### config.mk
export PLATFORM = sky130hd
export DESIGN_NAME = cfg_regbank
export DESIGN_NICKNAME = d
export VERILOG_FILES = /design/src/rtl/cfg_pkg.sv /design/src/rtl/cfg_div_buf.sv /design/src/rtl/cfg_ctrl_regs.sv /design/src/rtl/cfg_rd_mux.sv /design/src/rtl/cfg_regbank.sv
export SDC_FILE = /design/constraint.sdc
export NUM_CORES = 1
export LEC_CHECK = 0
export BUFFER_PORTS_ARGS = -buffer_cell sky130_fd_sc_hd__buf_2
export CAP_MARGIN = 20
export CORE_ASPECT_RATIO = 0.7
export CORE_UTILIZATION = 50
export CTS_CLUSTER_SIZE = 28
export DETAILED_ROUTE_END_ITERATION = 8
export PLACE_DENSITY = 0.91
export REMOVE_ABC_BUFFERS = 1
export SYNTH_ARGS = -nofsm -noshare
export SYNTH_HDL_FRONTEND = slang
export SYNTH_SLANG_ARGS = --single-unit
### constraint.sdc
create_clock -name clk_i -period 1.75 [get_ports clk_i]
set_input_delay 0.2625 -clock clk_i [delete_from_list [all_inputs] [get_ports clk_i]]
set_output_delay 0.2625 -clock clk_i [all_outputs]
set_load 0.02 [all_outputs]
### src/rtl/cfg_pkg.sv
package cfg_pkg;
  localparam int unsigned DIV_W  = 12;
  localparam int unsigned HI_W   = 8;
  localparam int unsigned LO_W   = DIV_W - HI_W;
  localparam logic [DIV_W-1:0] DIV_RST = 12'h69D;

  localparam logic [7:0] A_REV   = 8'h00;
  localparam logic [7:0] A_DIVHI = 8'h01;
  localparam logic [7:0] A_DIVLO = 8'h02;
  localparam logic [7:0] A_CLKG  = 8'h03;
  localparam logic [7:0] A_PHASE = 8'h04;
  localparam logic [7:0] A_CLAMP = 8'h05;

  typedef struct packed {
    logic [1:0] vco;
    logic [2:0] cur;
    logic [4:0] phase;
    logic [7:0] clamp;
  } ctrl_t;
endpackage

### src/rtl/cfg_div_buf.sv
module cfg_div_buf
  import cfg_pkg::*;
#(
  parameter int unsigned DIV_MIN = 221
) (
  input  logic             clk_i,
  input  logic             rst_ni,
  input  logic             hi_we_i,
  input  logic             lo_we_i,
  input  logic [7:0]       wdata_i,
  output logic [HI_W-1:0]  shadow_o,
  output logic [DIV_W-1:0] live_o,
  output logic             low_o
);
  always_ff @(posedge clk_i or negedge rst_ni) begin
    if (!rst_ni) begin
      shadow_o <= DIV_RST[DIV_W-1:LO_W];
      live_o   <= DIV_RST;
    end else begin
      if (hi_we_i) shadow_o <= wdata_i;
      if (lo_we_i) live_o   <= {shadow_o, wdata_i[7:8-LO_W]};
    end
  end

  assign low_o = (live_o < DIV_W'(DIV_MIN));

  a_r3_live_hold: assert property (@(posedge clk_i) disable iff (!rst_ni)
    !lo_we_i |=> $stable(live_o));
  a_r3_shadow_load: assert property (@(posedge clk_i) disable iff (!rst_ni)
    hi_we_i |=> shadow_o == $past(wdata_i));
  a_r4_commit: assert property (@(posedge clk_i) disable iff (!rst_ni)
    (lo_we_i && !hi_we_i) |=> live_o[DIV_W-1:LO_W] == $past(shadow_o));
endmodule

### src/rtl/cfg_ctrl_regs.sv
module cfg_ctrl_regs
  import cfg_pkg::*;
(
  input  logic       clk_i,
  input  logic       rst_ni,
  input  logic       clkg_we_i,
  input  logic       phase_we_i,
  input  logic       clamp_we_i,
  input  logic [7:0] wdata_i,
  output ctrl_t      ctrl_o
);
  always_ff @(posedge clk_i or negedge rst_ni) begin
    if (!rst_ni) begin
      ctrl_o.vco   <= 2'b01;
      ctrl_o.cur   <= 3'b001;
      ctrl_o.phase <= 5'd16;
      ctrl_o.clamp <= 8'd1;
    end else begin
      if (clkg_we_i) begin
        ctrl_o.vco <= wdata_i[6:5];
        ctrl_o.cur <= wdata_i[4:2];
      end
      if (phase_we_i) ctrl_o.phase <= wdata_i[7:3];
      if (clamp_we_i) ctrl_o.clamp <= wdata_i;
    end
  end

  a_r7_clkg_hold: assert property (@(posedge clk_i) disable iff (!rst_ni)
    !clkg_we_i |=> $stable(ctrl_o.vco) && $stable(ctrl_o.cur));
  a_r8_phase_hold: assert property (@(posedge clk_i) disable iff (!rst_ni)
    !phase_we_i |=> $stable(ctrl_o.phase));
  a_r9_clamp_load: assert property (@(posedge clk_i) disable iff (!rst_ni)
    clamp_we_i |=> ctrl_o.clamp == $past(wdata_i));
endmodule

### src/rtl/cfg_rd_mux.sv
module cfg_rd_mux
  import cfg_pkg::*;
#(
  parameter int unsigned ADDR_W = 8,
  parameter logic [7:0]  REV    = 8'h12
) (
  input  logic [ADDR_W-1:0] addr_i,
  input  logic [HI_W-1:0]   shadow_i,
  input  logic [DIV_W-1:0]  live_i,
  input  ctrl_t             ctrl_i,
  output logic [7:0]        rdata_o
);
  always_comb begin
    rdata_o = '0;
    case (addr_i)
      ADDR_W'(A_REV):   rdata_o = REV;
      ADDR_W'(A_DIVHI): rdata_o = shadow_i;
      ADDR_W'(A_DIVLO): rdata_o = {live_i[LO_W-1:0], {(8-LO_W){1'b0}}};
      ADDR_W'(A_CLKG):  rdata_o = {1'b0, ctrl_i.vco, ctrl_i.cur, 2'b00};
      ADDR_W'(A_PHASE): rdata_o = {ctrl_i.phase, 3'b000};
      ADDR_W'(A_CLAMP): rdata_o = ctrl_i.clamp;
      default:          rdata_o = '0;
    endcase
  end
endmodule

### src/rtl/cfg_regbank.sv
module cfg_regbank
  import cfg_pkg::*;
#(
  parameter int unsigned ADDR_W  = 8,
  parameter logic [7:0]  REV     = 8'h12,
  parameter int unsigned DIV_MIN = 221
) (
  input  logic              clk_i,
  input  logic              rst_ni,
  input  logic [ADDR_W-1:0] addr_i,
  input  logic [7:0]        wdata_i,
  input  logic              we_i,
  output logic [7:0]        rdata_o,
  output logic [11:0]       div_val_o,
  output logic [12:0]       div_ratio_o,
  output logic              div_low_o,
  output logic [1:0]        vco_range_o,
  output logic [2:0]        pump_cur_o,
  output logic [4:0]        phase_o,
  output logic [7:0]        clamp_pos_o
);
  logic [HI_W-1:0] shadow;
  ctrl_t           ctrl;

  wire hit_hi    = we_i && (addr_i == ADDR_W'(A_DIVHI));
  wire hit_lo    = we_i && (addr_i == ADDR_W'(A_DIVLO));
  wire hit_clkg  = we_i && (addr_i == ADDR_W'(A_CLKG));
  wire hit_phase = we_i && (addr_i == ADDR_W'(A_PHASE));
  wire hit_clamp = we_i && (addr_i == ADDR_W'(A_CLAMP));

  cfg_div_buf #(.DIV_MIN(DIV_MIN)) u_div (
    .clk_i, .rst_ni, .hi_we_i(hit_hi), .lo_we_i(hit_lo), .wdata_i,
    .shadow_o(shadow), .live_o(div_val_o), .low_o(div_low_o)
  );

  cfg_ctrl_regs u_ctrl (
    .clk_i, .rst_ni, .clkg_we_i(hit_clkg), .phase_we_i(hit_phase),
    .clamp_we_i(hit_clamp), .wdata_i, .ctrl_o(ctrl)
  );

  cfg_rd_mux #(.ADDR_W(ADDR_W), .REV(REV)) u_rd (
    .addr_i, .shadow_i(shadow), .live_i(div_val_o), .ctrl_i(ctrl), .rdata_o
  );

  assign div_ratio_o = {1'b0, div_val_o} + 13'd1;
  assign vco_range_o = ctrl.vco;
  assign pump_cur_o  = ctrl.cur;
  assign phase_o     = ctrl.phase;
  assign clamp_pos_o = ctrl.clamp;

  a_r2_rev_write_inert: assert property (@(posedge clk_i) disable iff (!rst_ni)
    (we_i && addr_i == ADDR_W'(A_REV)) |=> $stable(div_val_o) && $stable(clamp_pos_o));
  a_r5_ratio_nonzero: assert property (@(posedge clk_i) disable iff (!rst_ni)
    $changed(div_val_o) |-> $changed(div_ratio_o));
endmodule

* Word-level counts from Yosys, hierarchy flattened
Cells that the tools add are included.
** Cells by class
- Add/subtract/negate cells :: 1
- Order comparisons :: 1
- Equality and inequality tests :: 5
- Mux-type cells :: 1
- Reductions and logical operators :: 6
** Operators with widths (count)
- $pmux W8 S6 :: 1
- $eq A8 B2 Y1 const B :: 2
- $eq A8 B3 Y1 const B :: 2
- $add A12 B1 Y13 const B :: 1
- $lt A12 B8 Y1 const B :: 1
- $eq A8 B1 Y1 const B :: 1
- $logic_not A8 Y1 :: 1
- $logic_and A1 B1 Y1 :: 5
** Storage, ports and cells
- Bits in registers :: 38
- Input port bits :: 19
- Output and inout port bits :: 52
- Logic and storage cells :: 20

* Logic depth before layout (Yosys ltp)
- Word-level depth :: 2
- Mapped depth :: 5
- Gate-level depth less buffers :: 4

* Modules after synthesis
From an unflattened synthesis, not the netlist that was laid out.
** Unflattened totals
- Cell total of the unflattened synthesis :: 169
- Area, all modules :: 2102.0 um^2
** Modules (own cells, without submodules)
- cfg_div_buf :: instances 1, cells each 46, area each 778.2 um^2, sequential area each 514.2 um^2
- cfg_ctrl_regs :: instances 1, cells each 37, area each 699.4 um^2, sequential area each 455.4 um^2
- cfg_rd_mux :: instances 1, cells each 48, area each 351.6 um^2, sequential area each 0.0 um^2
- cfg_regbank :: instances 1, cells each 38, area each 272.8 um^2, sequential area each 0.0 um^2

* Least setup slack after synthesis
OpenSTA, ideal clock, no wires.
- Kind :: flip-flop to output port
- Start :: register u_div.live_o[0]
- End :: output port div_ratio_o[10]
- Arrival time :: 1624 ps
- Required time :: 1487 ps
- Slack :: -137 ps
- Cell stages (with the launch flop) :: 5
- Path buffers :: 0
- Cell sequence :: dfstp_2 ha_1 inv_1 nor4_1 xor2_1
** Between the ends
- Cells in the longest elaborated chain, start to end :: 1
** Ends and longest elaborated chain
- start: declaration :: RTL line cfg_div_buf.sv:12 : output logic [DIV_W-1:0] live_o,
- start signal: assignment :: RTL line cfg_div_buf.sv:21 : if (lo_we_i) live_o <= {shadow_o, wdata_i[7:8-LO_W]};
- $add A12 B1 Y13 :: RTL line cfg_regbank.sv:45 : assign div_ratio_o = {1'b0, div_val_o} + 13'd1;
- end: declaration :: RTL line cfg_regbank.sv:15 : output logic [12:0] div_ratio_o,
Every way passes these cells.

* Worst setup path in the final report
Ends and elaborated chain as after synthesis.

==> results by group <==
Drt
  • Initial drt markers: 206
  • Final Routed Wirelength: 6.21 mm
  • Highest routed layer: met4
  • Vias: 1837
  • Routed wl met3: 411 um
  • Pre-antenna DRT Iters: 4
  • Antenna Nets Post-Route: 0
  • Wire per inst: 19.4 um
  • Vias per cell: 5.74
  • Post-route DRC: 0
  • Routed wl met2: 2.86 mm
  • Wl on met1: 2.72 mm

Yosys
  • Synth unique cells: 39
  • Yosys reg bits: 38
  • Async set or reset register ratio after synthesis: 100%
  • Top cell type's share of synthesized area: 27.8%
  • Post-synth top area cell: dfrtp_1
  • Syn avg cell area: 12.0 um2
  • Sequential share of the synthesized area: 46.8%
  • Ys flop type: dfrtp_1
  • Top cells by count, synth: mux2_2 (43), dfrtp_1 (23), dfstp_2 (15), nand2_1 (9)
  • Most frequent cell after synthesis: mux2_2
  • Mapped Cells: 172
  • Number of flops mapped to enable cells by yosys: 0
  • Ranking of synthesized cells by area: dfrtp_1 (28%), mux2_2 (23%), dfstp_2 (19%), mux2i_1 (2.4%), xnor2_1 (2.1%)
  • Yosys warnings: 0
  • Mapped Area: 0.00207 mm2

Power and ir drop
  • LEAKAGE: 1.58 nW
  • Register share of total power: 43.8%
  • VDD IR max: 0.742 mV
  • Share of total power in the clock network: 43.2%
  • Switching power: 524 uW
  • Logic pwr share: 13.0%
  • Power per Cell Area: 726 mW/mm2
  • Switching share of power: 24.1%
  • P_int: 1.65 mW

Critical path
  • Crit-path max FO: 3
  • CP required: 1490 ps
  • CP top delay family: flip-flops
  • Startpoint Class: flop
  • CP max stage delay: 580 ps
  • Cell count of the worst reg-to-reg path: 4
  • WS Path Type: reg -> out
  • Arr. time, crit path: 1780 ps
  • Critical Path End Type: output pin
  • Instance count on the critical path: 5
  • Critical path, cell by cell: ha_4, inv_1, nor4_4, xor2_1, buf_4
  • Slowest cell on the critical path: dfstp_2
  • Reg2Reg Setup Slack: 620 ps
  • Buffers & Inverters on Critical Path: 2

Floorplan
  • DIE HEIGHT: 55.9 um
  • Top-Level Pins: 71
  • Die X: 78.9 um
  • Starting Density: 52.5%
  • Rows: 19
  • Die Area: 0.00441 mm2
  • Core area: 0.00395 mm2

Clock network
  • Clock H-tree levels: 2
  • Worst-path clk slew: 90 ps
  • Clock sinks: 38
  • Clk Latency, worst-skew pair: 310 ps
  • CTS max path bufs: 2
  • CTS tree: built
  • Clock root cell: clkbuf_8
  • Number of buffers created by CTS: 5

Timing
  • RSZ-0062 raised after global routing: true
  • Min Tclk post-route: 2040 ps
  • Final slew viol count: 0
  • Fmax: 0.490 GHz
  • Final WS setup: -292 ps
  • Layout Skew: 9.95 ps
  • Hold Slack: -6.90 ps
  • Final hold violations: 6
  • Slew headroom: 68.4%
  • Final period util: 117%
  • Worst-Margin Slew: 473 ps
  • # setup viols final: 16

Placement
  • HPWL after detailed placement: 3.72 mm
  • Routability cong.: 0.881
  • Dpl cells: 299
  • I/O Buffers: 70
  • Worst slack, placed: -8.77 ps

Flow run
  • Maxcap violations: 0

Cells and area
  • Share of layout cells above drive strength 1: 71.6%
  • NumNets Final: 288
  • Area grow syn2layout: 44.7%
  • Antenna Cells: 0
  • Final std cells w/o fill: 320

Global route
  • Initial antenna violation count: 0
  • Vias in the first global route: 1836
  • Total Routing Usage GR: 28.1%
  • Largest net degree at the start of global routing: 39
  • Total gr overflow: 0
  • Global-route wire length before repair: 9.20 mm

Outcome
  • Failing checks: hold timing, setup timing
  • Outcome: finished, violations left

Min path
  • Worst hold-check path type: in -> async
per-layer routing:
metal  vias up  global-route usage, %
met5         -                      0
met4         0                   11.2
met3        20                   7.05
met2        83                   44.6
met1       917                   37.0
li1        817                      -
logic make-up after synthesis:
logic type / Yosys count / share of synthesized area (%)
xor gates and xnor gates: 10 / 4.23
AOI/OAI and AO/OA: 16 / 4.89
and+or+nand+nor: 44 / 13.3
muxes: 49 / 26.5
adders and majority gates: 2 / 1.21
DFF: 38 / 46.8
buffers and inverters: 13 / 3.08
timing repair:
action                                  4_1_cts  5_1_grt
hold buffers                                  0        0
pin swaps                                    18       15
resized for setup                            34       23
setup buffers                                10        4
endpoints found under the setup margin       14       17
path summary, 6_finish.rpt:
kind | from | end
worst min-delay path | rst_ni | u_div.shadow_o[4]
worst max register to register | u_div.live_o[0] | u_div.live_o[0]
worst min register to register | u_ctrl.ctrl_o[3] | u_ctrl.ctrl_o[3]
max in group asynchronous | rst_ni | u_ctrl.ctrl_o[12]
min in group clk_i | wdata_i[0] | u_div.shadow_o[0]
worst max-delay path | u_div.live_o[0] | div_ratio_o[10]
power groups by stage:
stage / logic [mW] / clock network, mW / registers (mW)
final: 0.283 / 0.940 / 0.953
after global routing: 0.301 / 0.992 / 0.957
after CTS: 0.263 / 0.932 / 0.948
after detailed placement: 0.244 / 0 / 0.962
after global placement: 0.238 / 0 / 0.960
after floorplan: 0.0879 / 0 / 0.994
worst reg2reg max path, cell delays in order (launching register included):
cell	delay (ps)
dfstp_2	580
buf_6	130
buf_4	110
buf_6	80
mux2_2	160
registers in the layout (all words and copies together), names as in the netlist:
| name | flops |
|---|---|
| u_div.shadow_o | 8 |
| u_div.live_o | 12 |
| u_ctrl.ctrl_o | 18 |
cell type report:
class                   instances  area (um2)
multi-input cells             121        1180
flip-flops and latches         38         972
fillers                       250         948
repair buffers                 95         613
clock buffers                   6        82.6
well taps                      52        65.1
clock inverters                 2        60.1
inverters                       6        22.5
cell usage in the layout, fill, tap and decap left out, drive strengths merged, types with 5 or more instances in the layout:
master,Yosys,routed
buf,5,95
mux2,44,44
dfrtp,23,23
dfstp,15,15
nand2,9,9
a21oi,7,7
nand4,7,7
nand3,7,7
clkbuf,2,6
inv,6,6
mux2i,5,5
xor2,5,5
xnor2,5,5
stage by stage:
stage          hold WS (ps)  TNS (ps)  total power, mW  util (%)  instance area (um2)
2_1_floorplan         -33.1      -370             1.08         -                 2030
3_3_place_gp            329         0             1.20      64.3                 2540
3_5_place_dp            333     -8.77             1.21      64.3                 2540
4_1_cts                13.5     -1720             2.14      72.9                 2880
5_1_grt                19.9     -3640             2.25      76.0                 3000
6_report              -6.90     -2810             2.18      76.0                 3000
Power figures use the tool's default switching activity.
